==> config.mk <==
export PLATFORM = sky130hd
export DESIGN_NAME = sysctl_bank
export DESIGN_NICKNAME = d
export VERILOG_FILES = /design/src/rtl/sysctl_pkg.sv /design/src/rtl/sysctl_ctrl.sv /design/src/rtl/sysctl_regs.sv /design/src/rtl/sysctl_bank.sv
export SDC_FILE = /design/constraint.sdc
export NUM_CORES = 1
export LEC_CHECK = 0
export ABC_AREA = 0
export BUFFER_PORTS_ARGS = -buffer_cell sky130_fd_sc_hd__buf_2
export CORE_AREA = 3 3 73 75
export DETAILED_ROUTE_END_ITERATION = 7
export DIE_AREA = 0 0 76 78
export GPL_TIMING_DRIVEN = 1
export PLACE_DENSITY = 0.57
export SYNTH_ARGS = -nofsm -noshare
export SYNTH_HDL_FRONTEND = slang
export SYNTH_SLANG_ARGS = --single-unit
export TNS_END_PERCENT = 5
==> constraint.sdc <==
create_clock -name clk -period 3.7 [get_ports clk]
set_clock_uncertainty 0.05 [all_clocks]
set_input_delay 0.74 -clock clk [delete_from_list [all_inputs] [get_ports clk]]
set_output_delay 0.74 -clock clk [all_outputs]
set_load 0.01 [all_outputs]
==> src/rtl/sysctl_pkg.sv <==
package sysctl_pkg;

  localparam int unsigned PORT_W = 16;

  localparam logic [PORT_W-1:0] PORT_SOFTRST = 16'h0092;
  localparam logic [PORT_W-1:0] PORT_CPUCFG  = 16'h0800;
  localparam logic [PORT_W-1:0] PORT_FEAT    = 16'h0802;
  localparam logic [PORT_W-1:0] PORT_MODSTAT = 16'h0803;
  localparam logic [PORT_W-1:0] PORT_LIGHT   = 16'h0808;
  localparam logic [PORT_W-1:0] PORT_EXTFEAT = 16'h080C;
  localparam logic [PORT_W-1:0] PORT_LOCKA   = 16'h0810;
  localparam logic [PORT_W-1:0] PORT_LOCKB   = 16'h0812;
  localparam logic [PORT_W-1:0] PORT_L2INV   = 16'h0814;
  localparam logic [PORT_W-1:0] PORT_SYSCTL  = 16'h081C;
  localparam logic [PORT_W-1:0] PORT_L2STAT  = 16'h081D;
  localparam logic [PORT_W-1:0] PORT_MAPTYPE = 16'h0850;
  localparam logic [PORT_W-1:0] PORT_SCRBASE = 16'h0398;

  localparam int unsigned SCRATCH_N  = 2;
  localparam int unsigned SCR_IDX_W  = (SCRATCH_N > 1) ? $clog2(SCRATCH_N) : 1;
  localparam int unsigned SYSCTL_W   = 4;

  localparam logic [7:0] ID_CPUCFG  = 8'hEF;
  localparam logic [7:0] ID_FEAT    = 8'hAD;
  localparam logic [7:0] ID_MODSTAT = 8'hE0;
  localparam logic [7:0] ID_EXTFEAT = 8'h39;
  localparam logic [7:0] ID_L2STAT  = 8'h03;

  typedef enum logic [3:0] {
    SEL_NONE,
    SEL_SOFTRST,
    SEL_CPUCFG,
    SEL_FEAT,
    SEL_MODSTAT,
    SEL_EXTFEAT,
    SEL_LIGHT,
    SEL_SYSCTL,
    SEL_L2STAT,
    SEL_MAPTYPE,
    SEL_SCRATCH
  } rdSel_e;

  typedef struct packed {
    logic                 wrSoftRst;
    logic                 wrLight;
    logic                 wrLockA;
    logic                 wrLockB;
    logic                 wrSysCtl;
    logic                 wrMapType;
    logic [SCRATCH_N-1:0] wrScratch;
    rdSel_e               rdSel;
    logic [SCR_IDX_W-1:0] scrIdx;
  } strobes_t;

endpackage

==> src/rtl/sysctl_ctrl.sv <==
module sysctl_ctrl
  import sysctl_pkg::*;
#(
  parameter int unsigned ADDR_W = 16
) (
  input  logic [ADDR_W-1:0] addr,
  input  logic              wrEn,
  output strobes_t          strobes
);

  localparam logic [ADDR_W-1:0] SCR_LO = ADDR_W'(PORT_SCRBASE);
  localparam logic [ADDR_W-1:0] SCR_HI = ADDR_W'(PORT_SCRBASE + SCRATCH_N);

  logic              inScratch;
  logic [ADDR_W-1:0] scrOffset;

  assign inScratch = (addr >= SCR_LO) && (addr < SCR_HI);
  assign scrOffset = addr - SCR_LO;

  always_comb begin
    strobes        = '0;
    strobes.rdSel  = SEL_NONE;
    strobes.scrIdx = SCR_IDX_W'(scrOffset);
    if (inScratch) begin
      strobes.rdSel = SEL_SCRATCH;
      strobes.wrScratch[strobes.scrIdx] = wrEn;
    end else begin
      case (addr)
        ADDR_W'(PORT_SOFTRST): begin
          strobes.rdSel     = SEL_SOFTRST;
          strobes.wrSoftRst = wrEn;
        end
        ADDR_W'(PORT_CPUCFG):  strobes.rdSel = SEL_CPUCFG;
        ADDR_W'(PORT_FEAT):    strobes.rdSel = SEL_FEAT;
        ADDR_W'(PORT_MODSTAT): strobes.rdSel = SEL_MODSTAT;
        ADDR_W'(PORT_EXTFEAT): strobes.rdSel = SEL_EXTFEAT;
        ADDR_W'(PORT_L2STAT):  strobes.rdSel = SEL_L2STAT;
        ADDR_W'(PORT_LIGHT): begin
          strobes.rdSel   = SEL_LIGHT;
          strobes.wrLight = wrEn;
        end
        ADDR_W'(PORT_LOCKA):   strobes.wrLockA = wrEn;
        ADDR_W'(PORT_LOCKB):   strobes.wrLockB = wrEn;
        ADDR_W'(PORT_L2INV):   strobes.rdSel = SEL_NONE;
        ADDR_W'(PORT_SYSCTL): begin
          strobes.rdSel    = SEL_SYSCTL;
          strobes.wrSysCtl = wrEn;
        end
        ADDR_W'(PORT_MAPTYPE): begin
          strobes.rdSel     = SEL_MAPTYPE;
          strobes.wrMapType = wrEn;
        end
        default: strobes.rdSel = SEL_NONE;
      endcase
    end
  end

  // at most one register write strobe per cycle
  always_comb begin
    assert ($countones({strobes.wrSoftRst, strobes.wrLight, strobes.wrLockA,
                        strobes.wrLockB, strobes.wrSysCtl, strobes.wrMapType,
                        strobes.wrScratch}) <= 1)
      else $error("p_one_strobe_r7");
  end

endmodule

==> src/rtl/sysctl_regs.sv <==
module sysctl_regs
  import sysctl_pkg::*;
#(
  parameter int unsigned DATA_W = 8
) (
  input  logic              clk,
  input  logic              rstN,
  input  strobes_t          strobes,
  input  logic [DATA_W-1:0] wrData,
  output logic [DATA_W-1:0] rdData,
  output logic              resetReq,
  output logic              lockPulseA,
  output logic              lockPulseB,
  output logic              activityLight,
  output logic              mapType
);

  logic [SYSCTL_W-1:0] sysCtl;
  logic [DATA_W-1:0]   scratch [SCRATCH_N];

  always_ff @(posedge clk or negedge rstN) begin
    if (!rstN) begin
      resetReq      <= 1'b0;
      activityLight <= 1'b0;
      mapType       <= 1'b0;
      sysCtl        <= '0;
      lockPulseA    <= 1'b0;
      lockPulseB    <= 1'b0;
    end else begin
      lockPulseA <= strobes.wrLockA;
      lockPulseB <= strobes.wrLockB;
      if (strobes.wrSoftRst) resetReq      <= wrData[0];
      if (strobes.wrLight)   activityLight <= wrData[0];
      if (strobes.wrMapType) mapType       <= wrData[0];
      if (strobes.wrSysCtl)  sysCtl        <= wrData[SYSCTL_W-1:0];
    end
  end

  for (genvar i = 0; i < SCRATCH_N; i++) begin : g_scratch
    always_ff @(posedge clk or negedge rstN) begin
      if (!rstN)                    scratch[i] <= '0;
      else if (strobes.wrScratch[i]) scratch[i] <= wrData;
    end
  end

  always_comb begin
    case (strobes.rdSel)
      SEL_SOFTRST: rdData = DATA_W'(resetReq);
      SEL_CPUCFG:  rdData = DATA_W'(ID_CPUCFG);
      SEL_FEAT:    rdData = DATA_W'(ID_FEAT);
      SEL_MODSTAT: rdData = DATA_W'(ID_MODSTAT);
      SEL_EXTFEAT: rdData = DATA_W'(ID_EXTFEAT);
      SEL_LIGHT:   rdData = DATA_W'(activityLight);
      SEL_SYSCTL:  rdData = DATA_W'(sysCtl);
      SEL_L2STAT:  rdData = DATA_W'(ID_L2STAT);
      SEL_MAPTYPE: rdData = DATA_W'(mapType);
      SEL_SCRATCH: rdData = scratch[strobes.scrIdx];
      default:     rdData = '1;
    endcase
  end

  p_light_hold_r6: assert property (@(posedge clk) disable iff (!rstN)
    !strobes.wrLight |=> $stable(activityLight))
    else $error("p_light_hold_r6");

  p_sysctl_hold_r4: assert property (@(posedge clk) disable iff (!rstN)
    !strobes.wrSysCtl |=> $stable(sysCtl))
    else $error("p_sysctl_hold_r4");

endmodule

==> src/rtl/sysctl_bank.sv <==
module sysctl_bank
  import sysctl_pkg::*;
#(
  parameter int unsigned ADDR_W = 16,
  parameter int unsigned DATA_W = 8
) (
  input  logic              clk,
  input  logic              rstN,
  input  logic [ADDR_W-1:0] addr,
  input  logic              wrEn,
  input  logic [DATA_W-1:0] wrData,
  output logic [DATA_W-1:0] rdData,
  output logic              resetReq,
  output logic              lockPulseA,
  output logic              lockPulseB,
  output logic              activityLight,
  output logic              mapType
);

  strobes_t strobes;

  sysctl_ctrl #(.ADDR_W(ADDR_W)) u_ctrl (
    .addr    (addr),
    .wrEn    (wrEn),
    .strobes (strobes)
  );

  sysctl_regs #(.DATA_W(DATA_W)) u_regs (
    .clk           (clk),
    .rstN          (rstN),
    .strobes       (strobes),
    .wrData        (wrData),
    .rdData        (rdData),
    .resetReq      (resetReq),
    .lockPulseA    (lockPulseA),
    .lockPulseB    (lockPulseB),
    .activityLight (activityLight),
    .mapType       (mapType)
  );

  p_lock_a_src_r7: assert property (@(posedge clk) disable iff (!rstN)
    lockPulseA |-> $past(wrEn && addr == ADDR_W'(PORT_LOCKA)))
    else $error("p_lock_a_src_r7");

  p_lock_b_src_r7: assert property (@(posedge clk) disable iff (!rstN)
    lockPulseB |-> $past(wrEn && addr == ADDR_W'(PORT_LOCKB)))
    else $error("p_lock_b_src_r7");

  p_softrst_r2: assert property (@(posedge clk) disable iff (!rstN)
    (wrEn && addr == ADDR_W'(PORT_SOFTRST)) |=> resetReq == $past(wrData[0]))
    else $error("p_softrst_r2");

  p_map_hold_r5: assert property (@(posedge clk) disable iff (!rstN)
    !(wrEn && addr == ADDR_W'(PORT_MAPTYPE)) |=> $stable(mapType))
    else $error("p_map_hold_r5");

  p_cpucfg_r3: assert property (@(posedge clk) disable iff (!rstN)
    (addr == ADDR_W'(PORT_CPUCFG)) |-> rdData == DATA_W'(ID_CPUCFG))
    else $error("p_cpucfg_r3");

  p_far_unused_r1: assert property (@(posedge clk) disable iff (!rstN)
    (addr[ADDR_W-1 -: 4] != '0) |-> rdData == '1)
    else $error("p_far_unused_r1");

endmodule

==> flow_summary.toml, run 1 <==
[outcome]
outcome = "finished clean"

[timing]
rsz0062_at_grt = "no"
slew_violations = 0
maxSlewHeadroom_pct = 62.2
fin_ws_ns = 0.238
hold_viol = 0
fin_hold_ws_ns = 0.411
period_needed_ns = 3.46
max_freq_ghz = 0.289
min_period_over_period_pct = 93.6
max_slew.worst_pin.slew_ns = 0.567
fin_setup_tns_ns = 0
setup_viol = 0

[floorplanning]
start_util_pct = 33.2
die_height_microns = 78
core_sq_um = 4720
fp.dieW_microns = 76
dieArea_sq_um = 5930
ios = 40
rows = 25

[yosys]
syn_inst = 151
synth_most_common_cell = "dfrtp_1"
yosysTopAreaCell = "dfrtp_1"
synthFlopType = "dfrtp_1"
synthTopCellsByCount = "25 x dfrtp_1, 23 x mux2_2, 16 x nor2_1, 10 x mux2i_1, 10 x nand2_1"
ys_warn_count = 0
netlist.area_leader.share_pct = 39.9
synthArstFlopShare_pct = 100
synth_cell_types = 44
synth-seq-area-share_pct = 39.9
synth_area_leaders = "dfrtp_1 40%, mux2_2 17%, mux2i_1 6.4%"
synthesis.nets = 178
syn_area_sq_um = 1570
syn_area_per_cell_sq_um = 10.4
yosys_register_bits = 25
synth_edf_count = 0

[placement]
hpwlAfterDp_microns = 3000
post-place-ws_ns = 0.240
place.gp.congestion = 0.837
port_buffers = 39

[setup_path]
r2r-end = "u_regs.activityLight$_DFFE_PN0P_"
cp-startpoint = "addr[3]"
worstPathRequired_ns = 2.91
path_buf_inv = 2
arrival_ns = 2.67
crit_path_top_delay_cell = "or4b_2"
r2r.worst_path.cells = 1
endpoint_kind = "output port"
crit_type = "in -> out"
crit_path_cell_trace = "buf_2 -> or4b_2 -> a211o_1 -> a21oi_1 -> nor2_1 -> nor2_1 -> o221ai_1 -> buf_2"
cp_top_family = "simple AND/OR/NAND/NOR gates"
timing.rr.start = "u_regs.activityLight$_DFFE_PN0P_"
max_stage_delay_ns = 0.73
start_kind = "input pin"
crit_fanout = 9
reg2reg_slack_ns = 2.85

[global_route]
grt_max_degree = 26
grt_pass1_wl_microns = 6320
first_global_vias = 1346
overflow = 0
antenna_found_initial = 0
grt_util_all_layers_pct = 13.1

[pwr]
max-vdd-ir-drop_uv = 168
power.total_uw = 481
power.density_nw_per_um2 = 254
p_leak_nw = 0.869

[layout]
syn_to_final_growth_pct = 20.8
drive_gt1_share_pct = 41.5
diodes = 0
utilization_pct = 40.1
nNetsFinal = 221

[routing]
wirelength_microns = 3800
wl_per_cell_microns = 14.6
vias_per_cell = 5.06
drc = 0
num_vias = 1316
drt-initial-drc-count = 50
detail-route-antenna-nets = 0
drt_first_pass_iters = 4

[clock_network]
clock_sinks = 25
cts_max_path_buffers = 2
cts_tree = "yes"
insertion_delay_ns = 0.26
cts-buffers-inserted = 3
post-cts-setup-buffer-count = 0
cts_resized = 0
hold_buffers = 0
cts-root-buf = "clkbuf_8"
clkTransAtPathRegs_ns = 0.08
ctsHtreeMaxLevel = 1

[run]
max_cap_violations = 0

[hold_path]
hold_path.class = "in -> async"
## power by group
group	switching, mW	internal (mW)	leakage [nW]
clock network	0.0814	0.0769	0.0228
registers	0.0000452	0.273	0.349
logic	0.0297	0.0199	0.497
total	0.111	0.370	0.869
## layout by cell type (no fill, tap or decap), types with 2 or more instances in the layout
cell type and n:
dfrtp_1 25, buf_4 5, o221ai_1 2, a211oi_1 4, clkbuf_8 3, or2_2 3, inv_1 3, or4_1 2
o22ai_1 3, buf_2 39, nand4bb_1 2, nand2b_1 2, nand3_1 3, nand4b_1 2, a21oi_1 5, mux2_2 23
nand2_1 10, mux2i_1 10, nor2_1 16, nor4b_1 2, o21ai_0 2, nor3_1 3, o211ai_1 3, a211o_1 2
## layout make-up
type	count	area [sq um]
Fill cell	504	2830
Multi-Input combinational cell	117	893
Sequential cell	25	626
Timing Repair Buffer	44	233
Tap cell	67	83.8
Clock buffer	4	45.0
Inverter	3	11.3
## stage by stage
stage / cells / instance area, sq um
global route: 260 / 1890
finish: 260 / 1890
detailed placement: 256 / 1850
floorplan: 151 / 1570
CTS: 260 / 1890
global placement: 256 / 1850
## worst max-delay path by stage
stage | depth (start not counted) | slack, ns | end
after detailed placement | 8 | 0.24 | rdData[0]
after CTS | 8 | 0.24 | rdData[0]
after global routing | 8 | 0.12 | rdData[3]
after floorplan | 7 | 0.43 | rdData[0]
after global placement | 8 | 0.27 | rdData[0]
final | 8 | 0.24 | rdData[1]
## state kept, by name, summed over array words and instances (netlist names)
register	count
u_regs.sysCtl	4
u_regs.scratch	16
u_regs.activityLight	1
u_regs.lockPulseB	1
u_regs.mapType	1
u_regs.lockPulseA	1
u_regs.resetReq	1
## kinds of logic after synthesis
logic type / Yosys count / share of synthesized area, %
flip-flops: 25 / 39.9
buffers and inverters: 9 / 3.03
AO/OA/AOI/OAI: 26 / 11.7
AND/OR/NAND/NOR: 58 / 22.4
multiplexers: 33 / 22.9
## per-layer routing
layer	wire, microns	global-route usage (%)	vias to the layer above
met2	1710	20.2	36
li1	-	-	653
met1	1870	18.9	623
met3	181	2.32	4
met4	29	3.26	0
met5	0	0	-
Power figures use the tool's default switching activity.
==> inputs of run 2 (changes only) <==
- CORE_AREA: 3 3 73 75 -> 3 3 67 69
- DIE_AREA: 0 0 76 78 -> 0 0 70 72
- PLACE_DENSITY: 0.57 -> 0.66
- clock period: 3.7 -> 3.9 ns (I/O delays scaled with it)
==> run 2 against run 1 <==
Compared with the run above: register-to-register slack gained 0.21 ns; cell count shrank 7.3%; setup slack better by 0.025 ns; highest routed layer unchanged; first-iteration DRC count grew 120%; flip-flop and latch count unchanged; critical endpoint is now rdData[0]; sequential power down 5%; die area fell by 15%; wire length shrank 3.2%; largest cell class unchanged; clock power is 3% lower; design area down 1.9%; combinational power down 5.4%; global-route usage up 2.1 points.
==> flow_summary.toml, run 2 (same netlist as run 1, synthesis figures left out) <==
[outcome]
outcome = "finished clean"

[timing]
fin_setup_tns_ns = 0
maxSlewHeadroom_pct = 55.1
period_needed_ns = 3.64
setup_viol = 0
max_freq_ghz = 0.275
rsz0062_at_grt = "no"
slew_violations = 0
min_period_over_period_pct = 93.3
max_slew.worst_pin.slew_ns = 0.663
hold_viol = 0

[global_route]
first_global_vias = 1285
overflow = 0
grt_util_all_layers_pct = 15.2
grt_pass1_wl_microns = 6070
antenna_found_initial = 0
grt_max_degree = 26

[pwr]
max-vdd-ir-drop_uv = 217
power.density_nw_per_um2 = 248
p_leak_nw = 0.860
power.total_uw = 460

[routing]
wl_per_cell_microns = 15.2
drt-initial-drc-count = 110
detail-route-antenna-nets = 0
wirelength_microns = 3670
vias_per_cell = 5.51
drt_first_pass_iters = 4
drc = 0
num_vias = 1328

[clock_network]
cts-root-buf = "clkbuf_8"
cts_tree = "yes"
cts_max_path_buffers = 2
clock_sinks = 25
hold_buffers = 0
cts-buffers-inserted = 3
post-cts-setup-buffer-count = 0
cts_resized = 0
clkTransAtPathRegs_ns = 0.08
ctsHtreeMaxLevel = 1
insertion_delay_ns = 0.27

[floorplanning]
start_util_pct = 39.4
dieArea_sq_um = 5040
core_sq_um = 3970
rows = 23
fp.dieW_microns = 70
ios = 40
die_height_microns = 72

[setup_path]
cp_top_family = "simple AND/OR/NAND/NOR gates"
arrival_ns = 2.81
timing.rr.start = "u_regs.activityLight$_DFFE_PN0P_"
crit_path_top_delay_cell = "or4b_2"
crit_path_cell_trace = "buf_2 -> or4b_2 -> o22ai_1 -> o311ai_1 -> or2_2 -> mux2i_1 -> o211ai_1 -> buf_2"
max_stage_delay_ns = 0.74
r2r-end = "u_regs.activityLight$_DFFE_PN0P_"
path_buf_inv = 2
start_kind = "input pin"
worstPathRequired_ns = 3.07
endpoint_kind = "output port"
cpMostUsedCell = "buf_2"
reg2reg_slack_ns = 3.06
crit_fanout = 9
crit_type = "in -> out"
r2r.worst_path.cells = 1

[placement]
place.gp.congestion = 0.869
port_buffers = 39
post_dp_cell_area_sq_um = 1810
hpwlAfterDp_microns = 2830

[layout]
nNetsFinal = 219
postLayoutCellArea_sq_um = 1860
final_common_cell = "buf_2"
largest_reg_flops = 16
n_fill_cell = 399
diodes = 0
top_register = "u_regs.scratch"
seqCellArea_sq_um = 626
layout.cells.most_common_list = "39 x buf_2, 25 x dfrtp_1, 23 x mux2_2"
syn_to_final_growth_pct = 18.5
drive_gt1_share_pct = 40.8
reg.largest.list = "u_regs.scratch (16), u_regs.sysCtl (4)"
multi_input_area_sq_um = 893

[hold_path]
hold_path.class = "in -> async"

[run]
max_cap_violations = 0
## run 2: changes by cell type in the layout (fill, tap and decap cells not counted)
cell	before	now
buf_4	5	3
## run 2: area by class of cell
| type | instances | area share [%] |
|---|---|---|
| Multi-Input combinational cell | 117 | 48.1 |
| Sequential cell | 25 | 33.7 |
| Timing Repair Buffer | 42 | 11.7 |
| Tap cell | 50 | 3.37 |
| Clock buffer | 4 | 2.43 |
| Inverter | 3 | 0.607 |
## run 2: worst max-delay path by stage
stage | startpoint | endpoint | cells past startpoint
floorplan | addr[3] | rdData[0] | 7
global placement | addr[3] | rdData[0] | 8
detailed placement | addr[3] | rdData[0] | 8
CTS | addr[3] | rdData[0] | 8
global route | addr[3] | rdData[0] | 8
finish | addr[3] | rdData[0] | 8
## run 2: per-stage QoR
stage	setup slack, ns	utilization [%]	hold WS [ns]	instances
finish	0.263	46.7	0.428	241
global route	0.0694	46.7	0.469	241
CTS	0.261	46.7	0.449	241
detailed placement	0.278	45.6	0.445	237
global placement	0.329	45.6	0.438	237
floorplan	0.550	-	0.429	151
## run 2: power by group
| group | internal, mW | leakage [nW] | switching, mW |
|---|---|---|---|
| clock | 0.0732 | 0.0228 | 0.0806 |
| sequential | 0.259 | 0.349 | 0.0000443 |
| combinational | 0.0189 | 0.488 | 0.0280 |
| total | 0.351 | 0.860 | 0.109 |
## run 2: layer usage
metal	GRT usage [%]	share of wire (%)	up-vias
met5	0	0	-
met4	6.38	1.6	0
met3	2.77	6.4	6
met2	24.1	47	42
met1	20.5	45	635
li1	-	-	645
==> inputs of run 3 (changes only) <==
- CTS_BUF_LIST: default -> sky130_fd_sc_hd__clkbuf_8 sky130_fd_sc_hd__clkbuf_16
- RECOVER_POWER: default -> 50
==> run 3 against run 2 <==
Compared with the run above: maximum frequency hardly changed; die area unchanged; hold slack improved by 0.034 ns; core utilization fell by 0.28 points; sequential share of layout area increased by 0.21 points; register-to-register slack barely moved; critical path depth did not move; design area is 0.61% lower; global-route usage unchanged; total power is 0.74% lower; combinational power decreased by 0.9%; critical path type unchanged.
==> flow_summary.toml, run 3 (same netlist as run 1, synthesis figures left out) <==
[routing]
wl_per_cell_microns = 15.3
drt_first_pass_iters = 4
num_vias = 1323
detail-route-antenna-nets = 0
vias_per_cell = 5.49
drc = 0
wirelength_microns = 3700
drt-initial-drc-count = 106

[setup_path]
worstPathRequired_ns = 3.07
reg2reg_slack_ns = 3.05
endpoint = "rdData[0]"
start_kind = "input pin"
cp_top_family = "simple AND/OR/NAND/NOR gates"
cp-startpoint = "addr[3]"
worst-path-stages = 8
crit_path_top_delay_cell = "or4b_2"
max_stage_delay_ns = 0.74
crit_type = "in -> out"
arrival_ns = 2.81
r2r.worst_path.cells = 1
crit_fanout = 9
cpMostUsedCell = "buf_2"
r2r-end = "u_regs.activityLight$_DFFE_PN0P_"
endpoint_kind = "output port"
timing.rr.start = "u_regs.activityLight$_DFFE_PN0P_"
crit_path_cell_trace = "buf_2 -> or4b_2 -> o22ai_1 -> o311ai_1 -> or2_2 -> mux2i_1 -> o211ai_1 -> buf_2"
path_buf_inv = 2

[floorplanning]
fp.dieW_microns = 70
die_height_microns = 72
ios = 40
start_util_pct = 39.4
dieArea_sq_um = 5040
core_sq_um = 3970
rows = 23

[global_route]
antenna_found_initial = 0
grt_max_degree = 26
overflow = 0
grt_util_all_layers_pct = 15.2
grt_pass1_wl_microns = 6070
first_global_vias = 1285

[layout]
multi_input_area_sq_um = 890
diodes = 0
syn_to_final_growth_pct = 17.7
drive_gt1_share_pct = 37.2
top_register = "u_regs.scratch"
largest_reg_flops = 16
n_fill_cell = 402
reg.largest.list = "u_regs.scratch (16), u_regs.sysCtl (4)"
nNetsFinal = 219
layout.cells.most_common_list = "33 x buf_2, 25 x dfrtp_1, 23 x mux2_2"
seqCellArea_sq_um = 626
final_common_cell = "buf_2"

[placement]
hpwlAfterDp_microns = 2830
place.gp.congestion = 0.869
port_buffers = 39

[timing]
fin_hold_ws_ns = 0.462
rsz0062_at_grt = "no"
maxSlewHeadroom_pct = 13.3
fin_setup_tns_ns = 0
period_needed_ns = 3.64
min_period_over_period_pct = 93.3
max_slew.worst_pin.slew_ns = 1.30
setup_viol = 0
max_freq_ghz = 0.275
hold_viol = 0
slew_violations = 0

[clock_network]
post-cts-setup-buffer-count = 0
cts-buffers-inserted = 3
cts_max_path_buffers = 2
clock_sinks = 25
cts_tree = "yes"
cts-root-buf = "clkbuf_8"
clkTransAtPathRegs_ns = 0.08
hold_buffers = 0
cts_resized = 0
ctsHtreeMaxLevel = 1
insertion_delay_ns = 0.27

[pwr]
p_leak_nw = 0.838
max-vdd-ir-drop_uv = 217
power.density_nw_per_um2 = 247

[run]
max_cap_violations = 0

[hold_path]
hold_depth = 1
hold_path.class = "reg -> reg"

[outcome]
outcome = "finished clean"
-- run 3: changes by cell type in the layout (fill, tap and decap cells not counted), sizes merged --
cell	change
buf	-6
clkbuf	+5
inv	+1
-- run 3: worst min-delay path by stage --
stage,to,slack [ns],start
2_1_floorplan,u_regs.activityLight$_DFFE_PN0P_,0.43,rstN
3_3_place_gp,u_regs.sysCtl[1]$_DFFE_PN0P_,0.44,u_regs.sysCtl[1]$_DFFE_PN0P_
3_5_place_dp,u_regs.scratch[2]$_DFFE_PN0P_,0.44,u_regs.scratch[2]$_DFFE_PN0P_
4_1_cts,u_regs.scratch[9]$_DFFE_PN0P_,0.45,rstN
5_1_grt,u_regs.sysCtl[1]$_DFFE_PN0P_,0.48,u_regs.sysCtl[1]$_DFFE_PN0P_
6_report,u_regs.scratch[11]$_DFFE_PN0P_,0.46,u_regs.scratch[11]$_DFFE_PN0P_
-- run 3: metrics by stage --
stage | instance area, sq um | total power [mW] | worst slack (ns) | cells | utilization [%]
after floorplan | 1570 | 0.287 | 0.550 | 151 | -
after global placement | 1810 | 0.311 | 0.329 | 237 | 45.6
after detailed placement | 1810 | 0.311 | 0.278 | 237 | 45.6
after CTS | 1860 | 0.460 | 0.261 | 241 | 46.7
after global routing | 1840 | 0.476 | 0.0694 | 241 | 46.4
final | 1840 | 0.456 | 0.263 | 241 | 46.4
-- run 3: metal layers --
metal,global-route usage (%),up-vias,wire length (microns)
met2,24.1,42,1740
met4,6.38,0,39
met5,0,-,0
met1,20.5,633,1660
met3,2.77,4,258
li1,-,644,-
-- run 3: report_power, final --
| part | internal (mW) | leakage [nW] | total, mW | switching [mW] |
|---|---|---|---|---|
| logic | 0.0184 | 0.461 | 0.0465 | 0.0281 |
| registers | 0.259 | 0.349 | 0.259 | 0.0000444 |
| clock network | 0.0706 | 0.0269 | 0.151 | 0.0802 |
-- run 3: layout make-up --
type	count	area share, %
Clock inverter	1	0.204
Tap cell	50	3.39
Sequential cell	25	33.9
Clock buffer	3	2.24
Timing Repair Buffer	42	11.4
Multi-Input combinational cell	117	48.2
Inverter	3	0.611
